## config.mk

```make
export PLATFORM = sky130hd
export DESIGN_NAME = burst_sram_core
export DESIGN_NICKNAME = d
export VERILOG_FILES = /design/src/rtl/burst_sram_pkg.sv /design/src/rtl/burst_sram_decode.sv /design/src/rtl/burst_sram_seq.sv /design/src/rtl/burst_sram_array.sv /design/src/rtl/burst_sram_core.sv
export SDC_FILE = /design/constraint.sdc
export NUM_CORES = 2
export LEC_CHECK = 0
export BUFFER_PORTS_ARGS = -buffer_cell sky130_fd_sc_hd__buf_2
export CORE_MARGIN = 5
export CORE_UTILIZATION = 23
export CTS_CLUSTER_DIAMETER = 100
export DETAILED_ROUTE_END_ITERATION = 12
export SYNTH_ARGS = -nofsm -noshare
export SYNTH_HDL_FRONTEND = slang
export SYNTH_SLANG_ARGS = --single-unit
```

## constraint.sdc

```tcl
create_clock -name clk -period 4.8 [get_ports clk]
set_input_delay 0.24 -clock clk [delete_from_list [all_inputs] [get_ports clk]]
set_output_delay 0.24 -clock clk [all_outputs]
set_load 0.05 [all_outputs]
```

## src/rtl/burst_sram_pkg.sv

```systemverilog
package burst_sram_pkg;

    // Width of the beat counter: four beats per burst.
    localparam int unsigned BURST_BITS = 2;

    typedef enum logic [1:0] {
        CMD_HOLD      = 2'd0,   // no strobe: continue or stay idle
        CMD_START_CPU = 2'd1,   // processor strobe start (read only)
        CMD_START_CTL = 2'd2,   // controller strobe start (read or write)
        CMD_DESEL     = 2'd3    // strobe with chip disabled
    } cmd_e;

endpackage

```

## src/rtl/burst_sram_decode.sv

```systemverilog
module burst_sram_decode
    import burst_sram_pkg::*;
#(
    parameter int unsigned BYTES = 4
) (
    input  logic             cs_n_i,
    input  logic             strb_cpu_n_i,
    input  logic             strb_ctl_n_i,
    input  logic             wr_all_n_i,
    input  logic             wr_en_n_i,
    input  logic [BYTES-1:0] byte_sel_n_i,
    output cmd_e             cmd_o,
    output logic [BYTES-1:0] wr_mask_o,
    output logic             wr_req_o
);

    always_comb begin
        // Global write overrides the lane selects.
        if (!wr_all_n_i) begin
            wr_mask_o = '1;
        end else if (!wr_en_n_i) begin
            wr_mask_o = ~byte_sel_n_i;
        end else begin
            wr_mask_o = '0;
        end
        wr_req_o = |wr_mask_o;

        if (!strb_cpu_n_i || !strb_ctl_n_i) begin
            if (cs_n_i) begin
                cmd_o = CMD_DESEL;
            end else if (!strb_cpu_n_i) begin
                cmd_o = CMD_START_CPU;
            end else begin
                cmd_o = CMD_START_CTL;
            end
        end else begin
            cmd_o = CMD_HOLD;
        end
    end

endmodule

```

## src/rtl/burst_sram_seq.sv

```systemverilog
module burst_sram_seq
    import burst_sram_pkg::*;
#(
    parameter int unsigned ADDR_W = 6
) (
    input  logic [ADDR_W-1:0]     base_i,
    input  logic [BURST_BITS-1:0] beat_i,
    input  logic                  ilv_i,
    output logic [ADDR_W-1:0]     addr_o
);

    logic [BURST_BITS-1:0] lo;

    always_comb begin
        if (ilv_i) begin
            lo = base_i[BURST_BITS-1:0] ^ beat_i;
        end else begin
            lo = base_i[BURST_BITS-1:0] + beat_i;
        end
        addr_o = {base_i[ADDR_W-1:BURST_BITS], lo};
    end

endmodule

```

## src/rtl/burst_sram_array.sv

```systemverilog
module burst_sram_array #(
    parameter int unsigned ADDR_W = 6,
    parameter int unsigned BYTES  = 4,
    parameter int unsigned BYTE_W = 8
) (
    input  logic                    clk,
    input  logic                    rst_n,
    input  logic                    we_i,
    input  logic                    re_i,
    input  logic [ADDR_W-1:0]       addr_i,
    input  logic [BYTES*BYTE_W-1:0] wdata_i,
    input  logic [BYTES-1:0]        wmask_i,
    output logic [BYTES*BYTE_W-1:0] rdata_o
);

    localparam int unsigned DEPTH = 1 << ADDR_W;

    // One storage column per byte lane, each with its own output register.
    for (genvar b = 0; b < BYTES; b++) begin : g_lane
        logic [BYTE_W-1:0] lane_mem [DEPTH];
        logic [BYTE_W-1:0] lane_q;

        always_ff @(posedge clk) begin
            if (we_i && wmask_i[b]) begin
                lane_mem[addr_i] <= wdata_i[b*BYTE_W +: BYTE_W];
            end
        end

        always_ff @(posedge clk) begin
            if (!rst_n) begin
                lane_q <= '0;
            end else if (re_i) begin
                lane_q <= lane_mem[addr_i];
            end
        end

        assign rdata_o[b*BYTE_W +: BYTE_W] = lane_q;
    end

endmodule

```

## src/rtl/burst_sram_core.sv

```systemverilog
module burst_sram_core
    import burst_sram_pkg::*;
#(
    parameter int unsigned ADDR_W = 6,
    parameter int unsigned BYTES  = 4,
    parameter int unsigned BYTE_W = 8
) (
    input  logic                    clk,
    input  logic                    rst_n,
    input  logic [ADDR_W-1:0]       addr_i,
    input  logic                    cs_n_i,
    input  logic                    strb_cpu_n_i,
    input  logic                    strb_ctl_n_i,
    input  logic                    adv_n_i,
    input  logic                    mode_i,
    input  logic                    wr_all_n_i,
    input  logic                    wr_en_n_i,
    input  logic [BYTES-1:0]        byte_sel_n_i,
    input  logic [BYTES*BYTE_W-1:0] wdata_i,
    input  logic                    oe_n_i,
    output logic [BYTES*BYTE_W-1:0] rdata_o,
    output logic                    rdata_oe_o
);

    localparam int unsigned DATA_W = BYTES * BYTE_W;

    typedef struct packed {
        logic                  active;   // burst in progress
        logic                  ilv;      // order latched at start
        logic [ADDR_W-1:0]     base;
        logic [BURST_BITS-1:0] cnt;
        logic                  rd_ok;    // bus may be driven by reads
        logic                  op_vld;   // registered access stage
        logic                  op_wr;
        logic                  op_show;
        logic [ADDR_W-1:0]     op_addr;
        logic [DATA_W-1:0]     op_data;
        logic [BYTES-1:0]      op_mask;
        logic                  out_en;   // output register holds shown data
    } state_t;

    state_t s_d, s_q;

    cmd_e                  cmd;
    logic [BYTES-1:0]      wr_mask;
    logic                  wr_req;
    logic [BURST_BITS-1:0] cnt_step;
    logic [ADDR_W-1:0]     beat_addr;

    burst_sram_decode #(.BYTES(BYTES)) u_decode (
        .cs_n_i      (cs_n_i),
        .strb_cpu_n_i(strb_cpu_n_i),
        .strb_ctl_n_i(strb_ctl_n_i),
        .wr_all_n_i  (wr_all_n_i),
        .wr_en_n_i   (wr_en_n_i),
        .byte_sel_n_i(byte_sel_n_i),
        .cmd_o       (cmd),
        .wr_mask_o   (wr_mask),
        .wr_req_o    (wr_req)
    );

    assign cnt_step = s_q.cnt + {{(BURST_BITS-1){1'b0}}, ~adv_n_i};

    burst_sram_seq #(.ADDR_W(ADDR_W)) u_seq (
        .base_i(s_q.base),
        .beat_i(cnt_step),
        .ilv_i (s_q.ilv),
        .addr_o(beat_addr)
    );

    always_comb begin
        s_d         = s_q;
        s_d.op_vld  = 1'b0;
        s_d.op_wr   = 1'b0;
        s_d.op_show = 1'b0;
        s_d.op_mask = '0;
        s_d.out_en  = s_q.op_vld && !s_q.op_wr && s_q.op_show;
        unique case (cmd)
            CMD_START_CPU: begin
                s_d.active  = 1'b1;
                s_d.ilv     = mode_i;
                s_d.base    = addr_i;
                s_d.cnt     = '0;
                s_d.rd_ok   = 1'b1;
                s_d.op_vld  = 1'b1;
                s_d.op_addr = addr_i;
                s_d.op_show = 1'b1;
            end
            CMD_START_CTL: begin
                s_d.active  = 1'b1;
                s_d.ilv     = mode_i;
                s_d.base    = addr_i;
                s_d.cnt     = '0;
                s_d.rd_ok   = !wr_req;
                s_d.op_vld  = 1'b1;
                s_d.op_wr   = wr_req;
                s_d.op_addr = addr_i;
                s_d.op_data = wdata_i;
                s_d.op_mask = wr_mask;
                s_d.op_show = !wr_req;
            end
            CMD_DESEL: begin
                s_d.active = 1'b0;
                s_d.rd_ok  = 1'b0;
            end
            default: begin
                if (s_q.active) begin
                    s_d.cnt     = cnt_step;
                    s_d.op_vld  = 1'b1;
                    s_d.op_wr   = wr_req;
                    s_d.op_addr = beat_addr;
                    s_d.op_data = wdata_i;
                    s_d.op_mask = wr_mask;
                    s_d.op_show = !wr_req && s_q.rd_ok;
                    if (wr_req) begin
                        s_d.rd_ok = 1'b0;
                    end
                end
            end
        endcase
    end

    always_ff @(posedge clk) begin
        if (!rst_n) begin
            s_q <= '0;
        end else begin
            s_q <= s_d;
        end
    end

    burst_sram_array #(
        .ADDR_W(ADDR_W),
        .BYTES (BYTES),
        .BYTE_W(BYTE_W)
    ) u_array (
        .clk    (clk),
        .rst_n  (rst_n),
        .we_i   (s_q.op_vld && s_q.op_wr),
        .re_i   (s_q.op_vld && !s_q.op_wr),
        .addr_i (s_q.op_addr),
        .wdata_i(s_q.op_data),
        .wmask_i(s_q.op_mask),
        .rdata_o(rdata_o)
    );

    // Bus drive: data shown, output enabled, no write currently in flight.
    assign rdata_oe_o = s_q.out_en && !oe_n_i && !(s_q.op_vld && s_q.op_wr);

    // processor strobe start loads base, clears count, never writes
    a_r1_cpu_start_loads: assert property (@(posedge clk) disable iff (!rst_n)
        (!strb_cpu_n_i && !cs_n_i) |=>
            (s_q.active && s_q.cnt == '0 && s_q.base == $past(addr_i) && !s_q.op_wr));

    // a suspended beat keeps the counter still
    a_r2_suspend_holds: assert property (@(posedge clk) disable iff (!rst_n)
        (s_q.active && strb_cpu_n_i && strb_ctl_n_i && !adv_n_i == 1'b0) |=> $stable(s_q.cnt));

    // controller-strobe global write leaves the bus undriven next cycle
    a_r10_quiet_on_write: assert property (@(posedge clk) disable iff (!rst_n)
        (!strb_ctl_n_i && strb_cpu_n_i && !cs_n_i && !wr_all_n_i) |=> !rdata_oe_o);

    // deselect turns the bus off two edges later
    a_r12_deselect_quiet: assert property (@(posedge clk) disable iff (!rst_n)
        ((!strb_cpu_n_i || !strb_ctl_n_i) && cs_n_i) |-> ##2 !rdata_oe_o);

endmodule

```

==> flow_summary.yaml <==
logic_synthesis:
  muxShareOfSynthArea: 0.0761
  synthTopCellsByArea: "edfxtp_1 74%, mux4_2 3.5%, a221oi_1 2.5%, mux2i_1 2.4%, dfxtp_1 2.2%"
  yosysSeqAreaShare: 0.765
  syn-cell-area_mm2: 0.0827
  synth_xor_area_frac: 0.000318
  netlist.area_leader.share: 0.743
  synth_nets: 4908
  synthAdderAreaFrac: 0.000302
  synth_edf_count: 2048
  synth-compound-area-share: 0.0959
  ys_warn_count: 0
  synth_top_family_by_area: "compound AO/OA/AOI/OAI gates"
  avgSynthCellArea_um2: 17.0
  yosys.area.top_type: "edfxtp_1"
  synth_ff_type: "edfxtp_1"
  syn_inst: 4854
  synth-simple-area-share: 0.0403
  synth_seq_cells: 2137
  synthArstFlopShare: 0
  ys_types: 76
routing:
  viasPerCell: 5.03
  drt_iter0_drc: 7697
  num_vias: 50600
  routed_wirelength_um: 281000
  wl_per_cell_um: 27.9
  drc: 0
  drtPass1Iterations: 9
  ant_nets: 0
cts:
  clock_tree.root_cell: "clkbuf_16"
  cts_buffer_depth: 3
  clk_pin_slew_worst_paths_ns: 0.06
  cts_sinks: 2137
  ctsHtreeMaxLevel: 4
  numCtsBuffers: 205
  cts_tree: "yes"
  clock_latency_ns: 0.86
setup_path:
  worstPathArrival_ns: 4.36
  startpoint_type: "register"
  crit_required_ns: 5.28
  rrSetupSlack_ns: 0.91
  critPathKind: "reg2reg"
  cp_max_fo: 20
  endpoint_kind: "register"
  r2r_cells: 4
power_and_ir_drop:
  p_sw_mw: 8.85
  peakVddDrop_uv: 323
  swShare: 0.226
  leakage_nw: 32.0
  p_total_mw: 39.1
  pwr-share-seq: 0.525
  p_clk_frac: 0.418
  powerDensity_mw_per_mm2: 403
  p_int_mw: 30.3
  p_comb_frac: 0.057
run_status:
  status: "completed"
job:
  cap_violations: 0
sta:
  relSlewSlack: 0.0196
  min_period_over_period: 0.809
  fin_ws_ns: 0.915
  fin_crit_ns: 3.89
  setup_violations: 0
  hold_violations: 0
  tightest_slew_ns: 1.47
  clock.fmax_ghz: 0.257
  finalClockSkew_ns: 0.0422
  fin_setup_tns_ns: 0
  rsz0062_at_grt: "false"
  hold_ws_ns: 0.125
  maxSlewViolCount: 0
grt:
  grt_pass1_wl_um: 389000
  grt.total_usage: 0.144
  grt_pass1_vias: 48900
  antenna_found_initial: 14
  grt_overflow: 0
  grt_max_degree: 130
floorplan:
  die_h_um: 610
  die_x_um: 610
  coreArea_mm2: 0.359
  start_util: 0.231
  ioPinCount: 85
  num_rows: 220
  dieArea_mm2: 0.372
placement:
  portBuffers: 84
  finalWeightedCongestion: 0.905
  post-place-ws_ns: 1.15
  dp_hpwl_um: 175000
cells_and_area:
  multi_input_area_mm2: 0.0178
  fill_cells: 35700
  drive_above_1_share: 0.184
  final_common_cell: "edfxtp_1"
  seq_area_mm2: 0.0633
  final_nets: 5169
  synthToLayoutAreaGrowth_pct: 17.5
  final_cell_mix: "2048 x edfxtp_1, 370 x nor2_1, 270 x nand2_1"
hold_path:
  whs_path_depth: 3
  worstHoldPathType: "in2reg"
[stage by stage]
stage | std cells | util | cell area [um2]
finish | 10100 | 0.271 | 97200
global route | 10100 | 0.271 | 97200
CTS | 10100 | 0.271 | 97200
detailed placement | 9612 | 0.250 | 89800
global placement | 9612 | 0.250 | 89800
floorplan | 4854 | - | 82700
[sequential cells by signal, indices dropped and copies added (netlist names)]
signal / flops
u_array.g_lane.lane_q: 32
u_array.g_lane.lane_mem: 2048
s_q: 57
[timing repair]
action / CTS / global route
buffers inserted: 0 / 0
hold buffers: 69 / 0
endpoints found under the hold margin: 55 / 0
resized for setup: 0 / 0
[cell type report]
class / count / area share
diodes: 5 / 0.000129
clock buffers: 261 / 0.0569
clock inverters: 120 / 0.0124
inverters: 7 / 0.000373
multi-input cells: 2354 / 0.183
flip-flops and latches: 2137 / 0.652
well taps: 4773 / 0.0614
repair buffers: 410 / 0.0344
[path summary, 6_finish.rpt]
kind	start	end
setup / recovery	s_q[42]	u_array.g_lane[0].lane_mem[53][5]
hold / removal	rst_n	u_array.g_lane[3].lane_q[5]
hold reg to reg	s_q[43]	s_q[0]
setup reg to reg	s_q[42]	u_array.g_lane[0].lane_mem[53][5]
[routing by layer]
metal | vias to the layer above | global-route usage | share of wire
met1 | 25900 | 0.182 | 0.37
met5 | - | 0.000904 | 0.00064
met3 | 812 | 0.0426 | 0.12
met2 | 3706 | 0.222 | 0.45
li1 | 20200 | - | -
met4 | 22 | 0.0787 | 0.065
[power by group through the flow]
| stage | clock network [mW] | logic [mW] | registers (mW) |
|---|---|---|---|
| 6_report | 16.4 | 2.23 | 20.5 |
| 5_1_grt | 17.3 | 2.28 | 20.5 |
| 4_1_cts | 16.5 | 2.18 | 20.5 |
| 3_5_place_dp | 0 | 2.13 | 20.9 |
| 3_3_place_gp | 0 | 2.12 | 20.9 |
| 2_1_floorplan | 0 | 1.05 | 21.0 |
[worst max-delay path, cell delays in order, from the launching register on]
cell and delay [ns]:
dfxtp_1 0.79, and3_1 1.11, buf_4 0.41, nand2_1 0.32, nor2_1 0.85
[cell usage after synthesis (6+ instances only)]
library cell / number
edfxtp_1: 2048
nor2_1: 375
nand2_1: 272
a221oi_1: 236
a22oi_1: 223
mux2i_1: 197
a21oi_1: 156
buf_2: 134
clkbuf_1: 132
mux2_2: 128
mux4_2: 128
o21ai_0: 128
o22ai_1: 106
dfxtp_1: 89
buf_4: 51
nor3_1: 49
a31oi_1: 44
a22o_1: 28
a221o_1: 27
a211oi_1: 21
buf_1: 21
o2bb2ai_1: 20
and3_1: 18
buf_6: 18
nand3_1: 17
o22a_1: 16
o221ai_1: 14
nand2b_1: 10
a222oi_1: 9
o21a_1: 8
a211o_1: 7
nor2b_1: 7
a2111oi_0: 6
nand3b_1: 6
o211a_1: 6
o211ai_1: 6
o32ai_1: 6
[logic make-up (layout without fill, tap and decap cells)]
group / after synthesis / count (layout)
flip-flops: 2137 / 2137
adder cells (fa/ha/maj): 2 / 2
XOR/XNOR: 3 / 3
other: 0 / 5
AND/OR/NAND/NOR: 796 / 796
buffers and inverters: 363 / 798
multiplexers: 453 / 453
AO/OA/AOI/OAI: 1100 / 1100
Note: power is estimated with default switching activity, not from simulation.
